### src/rtl/sle_pkg.sv
package sle_pkg;

  typedef enum logic [1:0] {
    CODE_NRZ  = 2'd0,
    CODE_NRZI = 2'd1,
    CODE_RZ   = 2'd2,
    CODE_MAN  = 2'd3
  } line_code_e;

endpackage

### src/rtl/sle_phase.sv
module sle_phase (
  input  logic clk,
  input  logic rst,
  input  logic half_tick,
  output logic first_tick,
  output logic second_tick,
  output logic in_second
);

  logic second_q;

  always_ff @(posedge clk) begin
    if (rst) begin
      second_q <= 1'b0;
    end else if (half_tick) begin
      second_q <= ~second_q;
    end
  end

  assign in_second   = second_q;
  assign first_tick  = half_tick & ~second_q;
  assign second_tick = half_tick & second_q;

  // phase alternates on every strobe
  phase_toggle_chk: assert property (@(posedge clk) disable iff (rst)
    half_tick |=> (second_q != $past(second_q)));

  // phase holds between strobes
  phase_hold_chk: assert property (@(posedge clk) disable iff (rst)
    !half_tick |=> $stable(second_q));

endmodule

### src/rtl/sle_capture.sv
module sle_capture
  import sle_pkg::*;
(
  input  logic       clk,
  input  logic       rst,
  input  logic       first_tick,
  input  logic       data_in,
  input  line_code_e code_in,
  output logic       bit_q,
  output line_code_e mode_q
);

  always_ff @(posedge clk) begin
    if (rst) begin
      bit_q  <= 1'b0;
      mode_q <= CODE_NRZ;
    end else if (first_tick) begin
      bit_q  <= data_in;
      mode_q <= code_in;
    end
  end

  // captured bit and code only move on first-half strobes
  capture_hold_chk: assert property (@(posedge clk) disable iff (rst)
    !first_tick |=> ($stable(bit_q) && $stable(mode_q)));

endmodule

### src/rtl/sle_nrzi.sv
module sle_nrzi (
  input  logic clk,
  input  logic rst,
  input  logic first_tick,
  input  logic active,
  input  logic cur_bit,
  output logic half_val
);

  logic level_q;

  always_ff @(posedge clk) begin
    if (rst) begin
      level_q <= 1'b0;
    end else if (first_tick && active && cur_bit) begin
      level_q <= ~level_q;
    end
  end

  assign half_val = first_tick ? (level_q ^ cur_bit) : level_q;

  // level never moves outside a first-half strobe
  level_hold_chk: assert property (@(posedge clk) disable iff (rst)
    !first_tick |=> $stable(level_q));

endmodule

### src/rtl/sle_man_mealy.sv
module sle_man_mealy (
  input  logic first_half,
  input  logic cur_bit,
  output logic half_val
);

  assign half_val = first_half ? cur_bit : ~cur_bit;

endmodule

### src/rtl/sle_man_moore.sv
module sle_man_moore (
  input  logic clk,
  input  logic rst,
  input  logic half_tick,
  input  logic first_half,
  input  logic cur_bit,
  output logic half_val
);

  logic state_q;

  always_ff @(posedge clk) begin
    if (rst) begin
      state_q <= 1'b0;
    end else if (half_tick) begin
      state_q <= first_half ? cur_bit : ~cur_bit;
    end
  end

  assign half_val = state_q;

  // the state flips across a second-half strobe
  man_flip_chk: assert property (@(posedge clk) disable iff (rst)
    (half_tick && !first_half) |=> (state_q != $past(state_q)));

endmodule

### src/rtl/serial_line_encoder.sv
module serial_line_encoder
  import sle_pkg::*;
#(
  parameter bit MANCH_MOORE = 1'b0
) (
  input  logic       clk,
  input  logic       rst,
  input  logic       half_tick,
  input  logic       data_in,
  input  logic [1:0] code_sel,
  output logic       line_out
);

  logic       first_tick;
  logic       second_tick;
  logic       in_second;
  logic       bit_q;
  line_code_e mode_q;
  line_code_e cur_mode;
  logic       cur_bit;
  logic       nrzi_val;
  logic       man_val;
  logic       next_val;
  logic       line_q;

  sle_phase u_phase (
    .clk         (clk),
    .rst         (rst),
    .half_tick   (half_tick),
    .first_tick  (first_tick),
    .second_tick (second_tick),
    .in_second   (in_second)
  );

  sle_capture u_capture (
    .clk        (clk),
    .rst        (rst),
    .first_tick (first_tick),
    .data_in    (data_in),
    .code_in    (line_code_e'(code_sel)),
    .bit_q      (bit_q),
    .mode_q     (mode_q)
  );

  assign cur_mode = first_tick ? line_code_e'(code_sel) : mode_q;
  assign cur_bit  = first_tick ? data_in : bit_q;

  sle_nrzi u_nrzi (
    .clk        (clk),
    .rst        (rst),
    .first_tick (first_tick),
    .active     (cur_mode == CODE_NRZI),
    .cur_bit    (cur_bit),
    .half_val   (nrzi_val)
  );

  generate
    if (MANCH_MOORE) begin : g_moore
      sle_man_moore u_man (
        .clk        (clk),
        .rst        (rst),
        .half_tick  (half_tick),
        .first_half (~in_second),
        .cur_bit    (cur_bit),
        .half_val   (man_val)
      );
    end else begin : g_mealy
      sle_man_mealy u_man (
        .first_half (~in_second),
        .cur_bit    (cur_bit),
        .half_val   (man_val)
      );
    end
  endgenerate

  always_comb begin
    unique case (cur_mode)
      CODE_NRZ:  next_val = cur_bit;
      CODE_NRZI: next_val = nrzi_val;
      CODE_RZ:   next_val = first_tick & cur_bit;
      default:   next_val = man_val;
    endcase
  end

  always_ff @(posedge clk) begin
    if (rst) begin
      line_q <= 1'b0;
    end else if (half_tick) begin
      line_q <= next_val;
    end
  end

  assign line_out = line_q;


  line_hold_chk: assert property (@(posedge clk) disable iff (rst)
    !half_tick |=> $stable(line_out));


  rz_low_chk: assert property (@(posedge clk) disable iff (rst)
    (second_tick && mode_q == CODE_RZ) |=> !line_out);


  nrz_flat_chk: assert property (@(posedge clk) disable iff (rst)
    (second_tick && mode_q == CODE_NRZ) |=> $stable(line_out));

  generate
    if (!MANCH_MOORE) begin : g_mealy_chk

      man_mid_chk: assert property (@(posedge clk) disable iff (rst)
        (second_tick && mode_q == CODE_MAN) |=> (line_out != $past(line_out)));
    end
  endgenerate

endmodule

### config.mk
export PLATFORM = sky130hd
export DESIGN_NAME = serial_line_encoder
export DESIGN_NICKNAME = d
export VERILOG_FILES = /design/src/rtl/sle_pkg.sv /design/src/rtl/sle_phase.sv /design/src/rtl/sle_capture.sv /design/src/rtl/sle_nrzi.sv /design/src/rtl/sle_man_mealy.sv /design/src/rtl/sle_man_moore.sv /design/src/rtl/serial_line_encoder.sv
export SDC_FILE = /design/constraint.sdc
export NUM_CORES = 1
export LEC_CHECK = 0
export ABC_AREA = 1
export BUFFER_PORTS_ARGS = -buffer_cell sky130_fd_sc_hd__buf_2
export CAP_MARGIN = 20
export CORE_MARGIN = 3
export CORE_UTILIZATION = 24
export CTS_CLUSTER_SIZE = 28
export DETAILED_ROUTE_END_ITERATION = 10
export GPL_TIMING_DRIVEN = 0
export SYNTH_ARGS = -nofsm -noshare
export SYNTH_HDL_FRONTEND = slang
export SYNTH_SLANG_ARGS = --single-unit
### constraint.sdc
create_clock -name clk -period 2.2 [get_ports clk]
set_input_delay 0.22 -clock clk [delete_from_list [all_inputs] [get_ports clk]]
set_output_delay 0.22 -clock clk [all_outputs]
set_load 0.03 [all_outputs]
==> impl_metrics.toml, run 1 <==
[sta]
finalSetupViolations = 0
drv_slew = 0
period_share_pct = 53.05
period_needed_ps = 1167
tightest_slew_ps = 160.1
clock.fmax_ghz = 0.8569
final.setup_skew_ps = 0.1284
grt_setup_unrepaired = "false"
slew_headroom_pct = 89.32
setup_tns_ps = 0
hold_violations = 0

[routing]
drc = 0
ant_nets = 0
vias_per_cell = 4.493
drt_wl_total_um = 606
wl_per_cell_um = 8.783
drtIter0Drc = 6
firstDrtPassIters = 4
vias = 310

[grt]
grt_pass1_wl_mm = 1.159
track_usage_pct = 8.566
antenna_found_initial = 0
grt_overflow = 0
grt_max_degree = 7
grt_pass1_vias = 275

[setup_path]
cp.required_ps = 2370
cp_max_fo = 5
rr_worst_depth = 8
worstReg2RegStart = "u_phase.in_second$_SDFFE_PP0P_"
r2r_end = "line_out$_SDFFE_PP0P_"
worst_ep_arrival_time_ps = 1340
crit_start = "u_phase.in_second$_SDFFE_PP0P_"
endpoint = "line_out$_SDFFE_PP0P_"
worstSetupStartpointType = "flip-flop"
critical_path_class = "reg2reg"
endpoint_kind = "flip-flop"
r2r_slack_ps = 1030

[cts]
cts_inserted_buffers = 3
cts.clk_slew.worst_paths_ps = 40
clk_latency_ps = 240
cts-htree-levels = 1
cts-root-buf = "clkbuf_4"
cts_setup_buffers = 0
cts_resized = 0
cts_buffer_depth = 2
hold_buffers = 0
cts_tree = "built"
cts.sinks = 6

[placement]
dp_hpwl_um = 488
gp_congestion = 0.7160
portBuffers = 6

[floorplanning]
core_area_um2 = 1171
initial_core_util_pct = 27.03
dieWidth_um = 42.32
die_height_um = 42.32
ioPinCount = 7
die_area_um2 = 1791
rows = 12

[synthesis]
ys_warn_count = 0
synth.avg_cell_area_um2 = 6.882
syn_area_um2 = 316.6
ys_types = 14
synthCells = 46
synth_fp_nets = 52
seq_area_frac_synth_pct = 37.94
ys_ff_latch = 6

[min_path]
min_path_cells = 2
min_path_type = "in2reg"

[final_layout]
areaGrowthSynthToFinish_pct = 22.13
nNetsFinal = 63
drive_gt1_share_pct = 30.91
antennaDiodeCount = 0

[pwr]
p_leak_nw = 0.2071
power.density_nw_per_um2 = 703.3
peakVddDrop_v = 0.0002719
power.total_mw = 0.2719

[outcome]
status = "complete, no violations"

[run]
drv_cap = 0
cells by family after synthesis:
| family | after synthesis | synth area share [%] |
|---|---|---|
| AOI/OAI and AO/OA | 7 | 15.02 |
| DFF | 6 | 37.95 |
| buffers and inverters | 8 | 9.487 |
| and+or+nand+nor | 25 | 37.55 |
area by class of cell:
class | count | area (µm²)
clock buffer | 3 | 22.52
fill | 131 | 784.5
inverter | 8 | 30.03
multi-input combinational | 32 | 166.4
sequential | 6 | 120.1
tap | 14 | 17.52
timing repair buffer | 6 | 30.03
synth_stat cells (all sizes together):
cell	count	area, µm²
nand4	1	6.260
nor2	3	13.77
nand3	6	35.03
a21oi	5	28.78
o211a	1	10.01
o21ai	1	8.760
dfxtp	6	120.1
nand2	15	63.81
inv	8	30.03
layer usage:
metal	wire, µm	up-vias	global-route usage [%]
li1	-	167	-
met3	33	0	6.438
met2	265	5	11.55
met1	306	138	10.74
met4	0	0	1.863
met5	0	-	0
power by group:
group / switching [mW] / internal (mW) / total [mW]
Clock: 0.0361 / 0.0615 / 0.0976
Sequential: 0.00359 / 0.117 / 0.120
Combinational: 0.0343 / 0.0197 / 0.0540
registers in the layout, summed over array words and instances (netlist names):
name,cells
u_capture.mode_q,2
u_capture.bit_q,1
u_nrzi.level_q,1
line_out,1
u_phase.in_second,1
worst max-delay path: stages (launching register included):
cell	delay [ps]
dfxtp_1	380
inv_2	80
nand2_2	120
nand2_1	110
nand2_1	70
nand2_1	50
a21oi_1	110
nand2_1	70
a21oi_2	110
worst min path at each step:
stage	from	end
2_1_floorplan	rst	line_out$_SDFFE_PP0P_
3_3_place_gp	line_out$_SDFFE_PP0P_	line_out$_SDFFE_PP0P_
3_5_place_dp	rst	line_out$_SDFFE_PP0P_
4_1_cts	rst	line_out$_SDFFE_PP0P_
5_1_grt	rst	line_out$_SDFFE_PP0P_
6_report	rst	line_out$_SDFFE_PP0P_
placed cells by master, fill, tap and decap left out:
| cell type | count |
|---|---|
| o21ai_2 | 1 |
| nor2_1 | 2 |
| a21oi_1 | 4 |
| o211a_1 | 1 |
| inv_2 | 1 |
| clkbuf_4 | 3 |
| nand2_1 | 12 |
| a21oi_2 | 1 |
| dfxtp_1 | 6 |
| nand3_1 | 5 |
| buf_2 | 6 |
| nand4_1 | 1 |
| inv_1 | 7 |
| nand3_2 | 1 |
| nor2_2 | 1 |
| nand2_2 | 3 |
per-stage QoR:
step,instances,setup slack [ps],hold WS (ps),util [%],area (µm²)
after floorplan,46,1173,282.4,-,316.6
after global placement,66,1053,466.2,31.09,364.1
after detailed placement,66,1039,465.8,31.09,364.1
after CTS,69,1029,206.8,33.01,386.6
after global routing,69,888.0,217.8,33.01,386.6
final,69,1033,220.5,33.01,386.6
(Power assumes the default switching activity.)
==> run 2, diff against run 1 <==
clock period = 1.2 ns   (was 2.2 ns; I/O delays follow)
==> run 2 against run 1 <==
- sequential cell count is the same
- via count increased by 0.97%
- clock power rose by 84%
- die area unchanged
- clock skew hardly changed
- global-route usage unchanged
- maximum frequency is 2.3% higher
- wire length is 13% higher
- utilization grew 2.5 points
- count of clock-buffer cells in the layout did not move
- critical path depth is 1 higher
==> impl_metrics.toml, run 2 (synthesis gave the netlist of run 1 again) <==
[cts]
cts.clk_slew.worst_paths_ps = 40
cts-root-buf = "clkbuf_4"
cts_tree = "built"
cts-htree-levels = 1
clk_latency_ps = 240
hold_buffers = 0
cts_buffer_depth = 2
cts_inserted_buffers = 3
cts.sinks = 6

[setup_path]
endpoint_kind = "flip-flop"
cp_max_fo = 5
worst_ep_arrival_time_ps = 1320
worstSetupStartpointType = "flip-flop"
cp.required_ps = 1380
r2r_end = "line_out$_SDFFE_PP0P_"
critical_path_class = "reg2reg"
r2r_slack_ps = 60
worstReg2RegStart = "u_phase.in_second$_SDFFE_PP0P_"
rr_worst_depth = 9

[grt]
track_usage_pct = 8.566
grt_pass1_vias = 275
grt_max_degree = 7
grt_pass1_wl_mm = 1.159
antenna_found_initial = 0
grt_overflow = 0

[routing]
wirelength_met1_um = 332
top_layer = "met3"
drt_wl_total_um = 686
ant_nets = 0
drc = 0
firstDrtPassIters = 4
vias = 313
met3_length_um = 30
wl_per_cell_um = 9.800
wl_met2_um = 323
drtIter0Drc = 2
vias_per_cell = 4.471

[floorplanning]
dieWidth_um = 42.32
die_area_um2 = 1791
die_height_um = 42.32
core_area_um2 = 1171
initial_core_util_pct = 27.03
rows = 12
ioPinCount = 7

[placement]
gp_congestion = 0.7160
dp_hpwl_um = 488
portBuffers = 6
place_area_um2 = 364.1

[outcome]
status = "complete, no violations"

[final_layout]
fin_area_um2 = 415.4
areaGrowthSynthToFinish_pct = 31.23
final_cell_mix = "nand2_1 (10), inv_1 (7), buf_2 (6), nand3_1 (5), dfxtp_1 (5)"
regMostFlops = "u_capture.mode_q"
final_common_cell = "nand2_1"
nNetsFinal = 64
antennaDiodeCount = 0
largest_reg_flops = 2
utilization_pct = 35.47
drive_gt1_share_pct = 37.50

[sta]
clock.fmax_ghz = 0.8769
final.setup_skew_ps = 0.1124
period_needed_ps = 1140
drv_slew = 0
setup_tns_ps = 0
finalSetupViolations = 0
tightest_slew_ps = 153.5
slew_headroom_pct = 89.84
hold_violations = 0
period_share_pct = 95.03

[min_path]
min_path_cells = 2
min_to = "line_out$_SDFFE_PP0P_"
min_path_type = "in2reg"
holdCritStartpoint = "rst"

[pwr]
peakVddDrop_v = 0.0005181
p_leak_nw = 0.2170
power.density_nw_per_um2 = 1246

[run]
drv_cap = 0
-- run 2: stage by stage --
stage	hold WS, ps	setup WS [ps]	power [mW]	cells
global route	117.8	-56.07	0.5652	70
floorplan	182.4	172.6	0.2948	46
detailed placement	365.8	39.27	0.3238	66
finish	120.1	59.67	0.5174	70
global placement	373.0	53.09	0.3220	66
CTS	106.8	29.38	0.5120	69
-- run 2: worst max path at each step --
stage / from / end / slack (ps) / cells past startpoint
after floorplan: u_phase.in_second$_SDFFE_PP0P_ / u_nrzi.level_q$_SDFFE_PP0P_ / 170 / 8
after global placement: u_phase.in_second$_SDFFE_PP0P_ / line_out$_SDFFE_PP0P_ / 50 / 8
after detailed placement: u_phase.in_second$_SDFFE_PP0P_ / line_out$_SDFFE_PP0P_ / 40 / 8
after CTS: u_phase.in_second$_SDFFE_PP0P_ / line_out$_SDFFE_PP0P_ / 30 / 8
after global routing: u_phase.in_second$_SDFFE_PP0P_ / line_out$_SDFFE_PP0P_ / -60 / 9
final: u_phase.in_second$_SDFFE_PP0P_ / line_out$_SDFFE_PP0P_ / 60 / 9
-- run 2: worst max-delay path, stage by stage (launching register included) --
cell     delay (ps)
dfxtp_2         340
inv_4            80
nand2_4          80
nand2_2          80
nand2_2          80
nor2_2          100
nand2_1          70
nand3_1          70
nand2_1          60
a21oi_2         110
-- run 2: what timing repair did --
action / CTS / global route
gates resized for setup: 0 / 6
setup endpoints to repair: 0 / 2
setup buffers: 0 / 1
-- run 2: cell type report --
cell class | instances | area (µm²)
fill | 128 | 755.7
inverter | 8 | 32.53
tap | 14 | 17.52
multi-input combinational | 32 | 183.9
clock buffer | 3 | 22.52
sequential | 6 | 121.4
timing repair buffer | 7 | 37.54
-- run 2: power by group --
part / leakage [nW] / switching, mW / internal [mW]
registers: 0.0497 / 0.00786 / 0.215
logic: 0.153 / 0.0719 / 0.0434
clock network: 0.0138 / 0.0669 / 0.113
total: 0.217 / 0.147 / 0.371
-- run 2: metal layers --
metal  GRT usage, %  up-vias
met5              0        -
li1               -      169
met2          11.55        3
met3          6.438        0
met4          1.863        0
met1          10.74      141
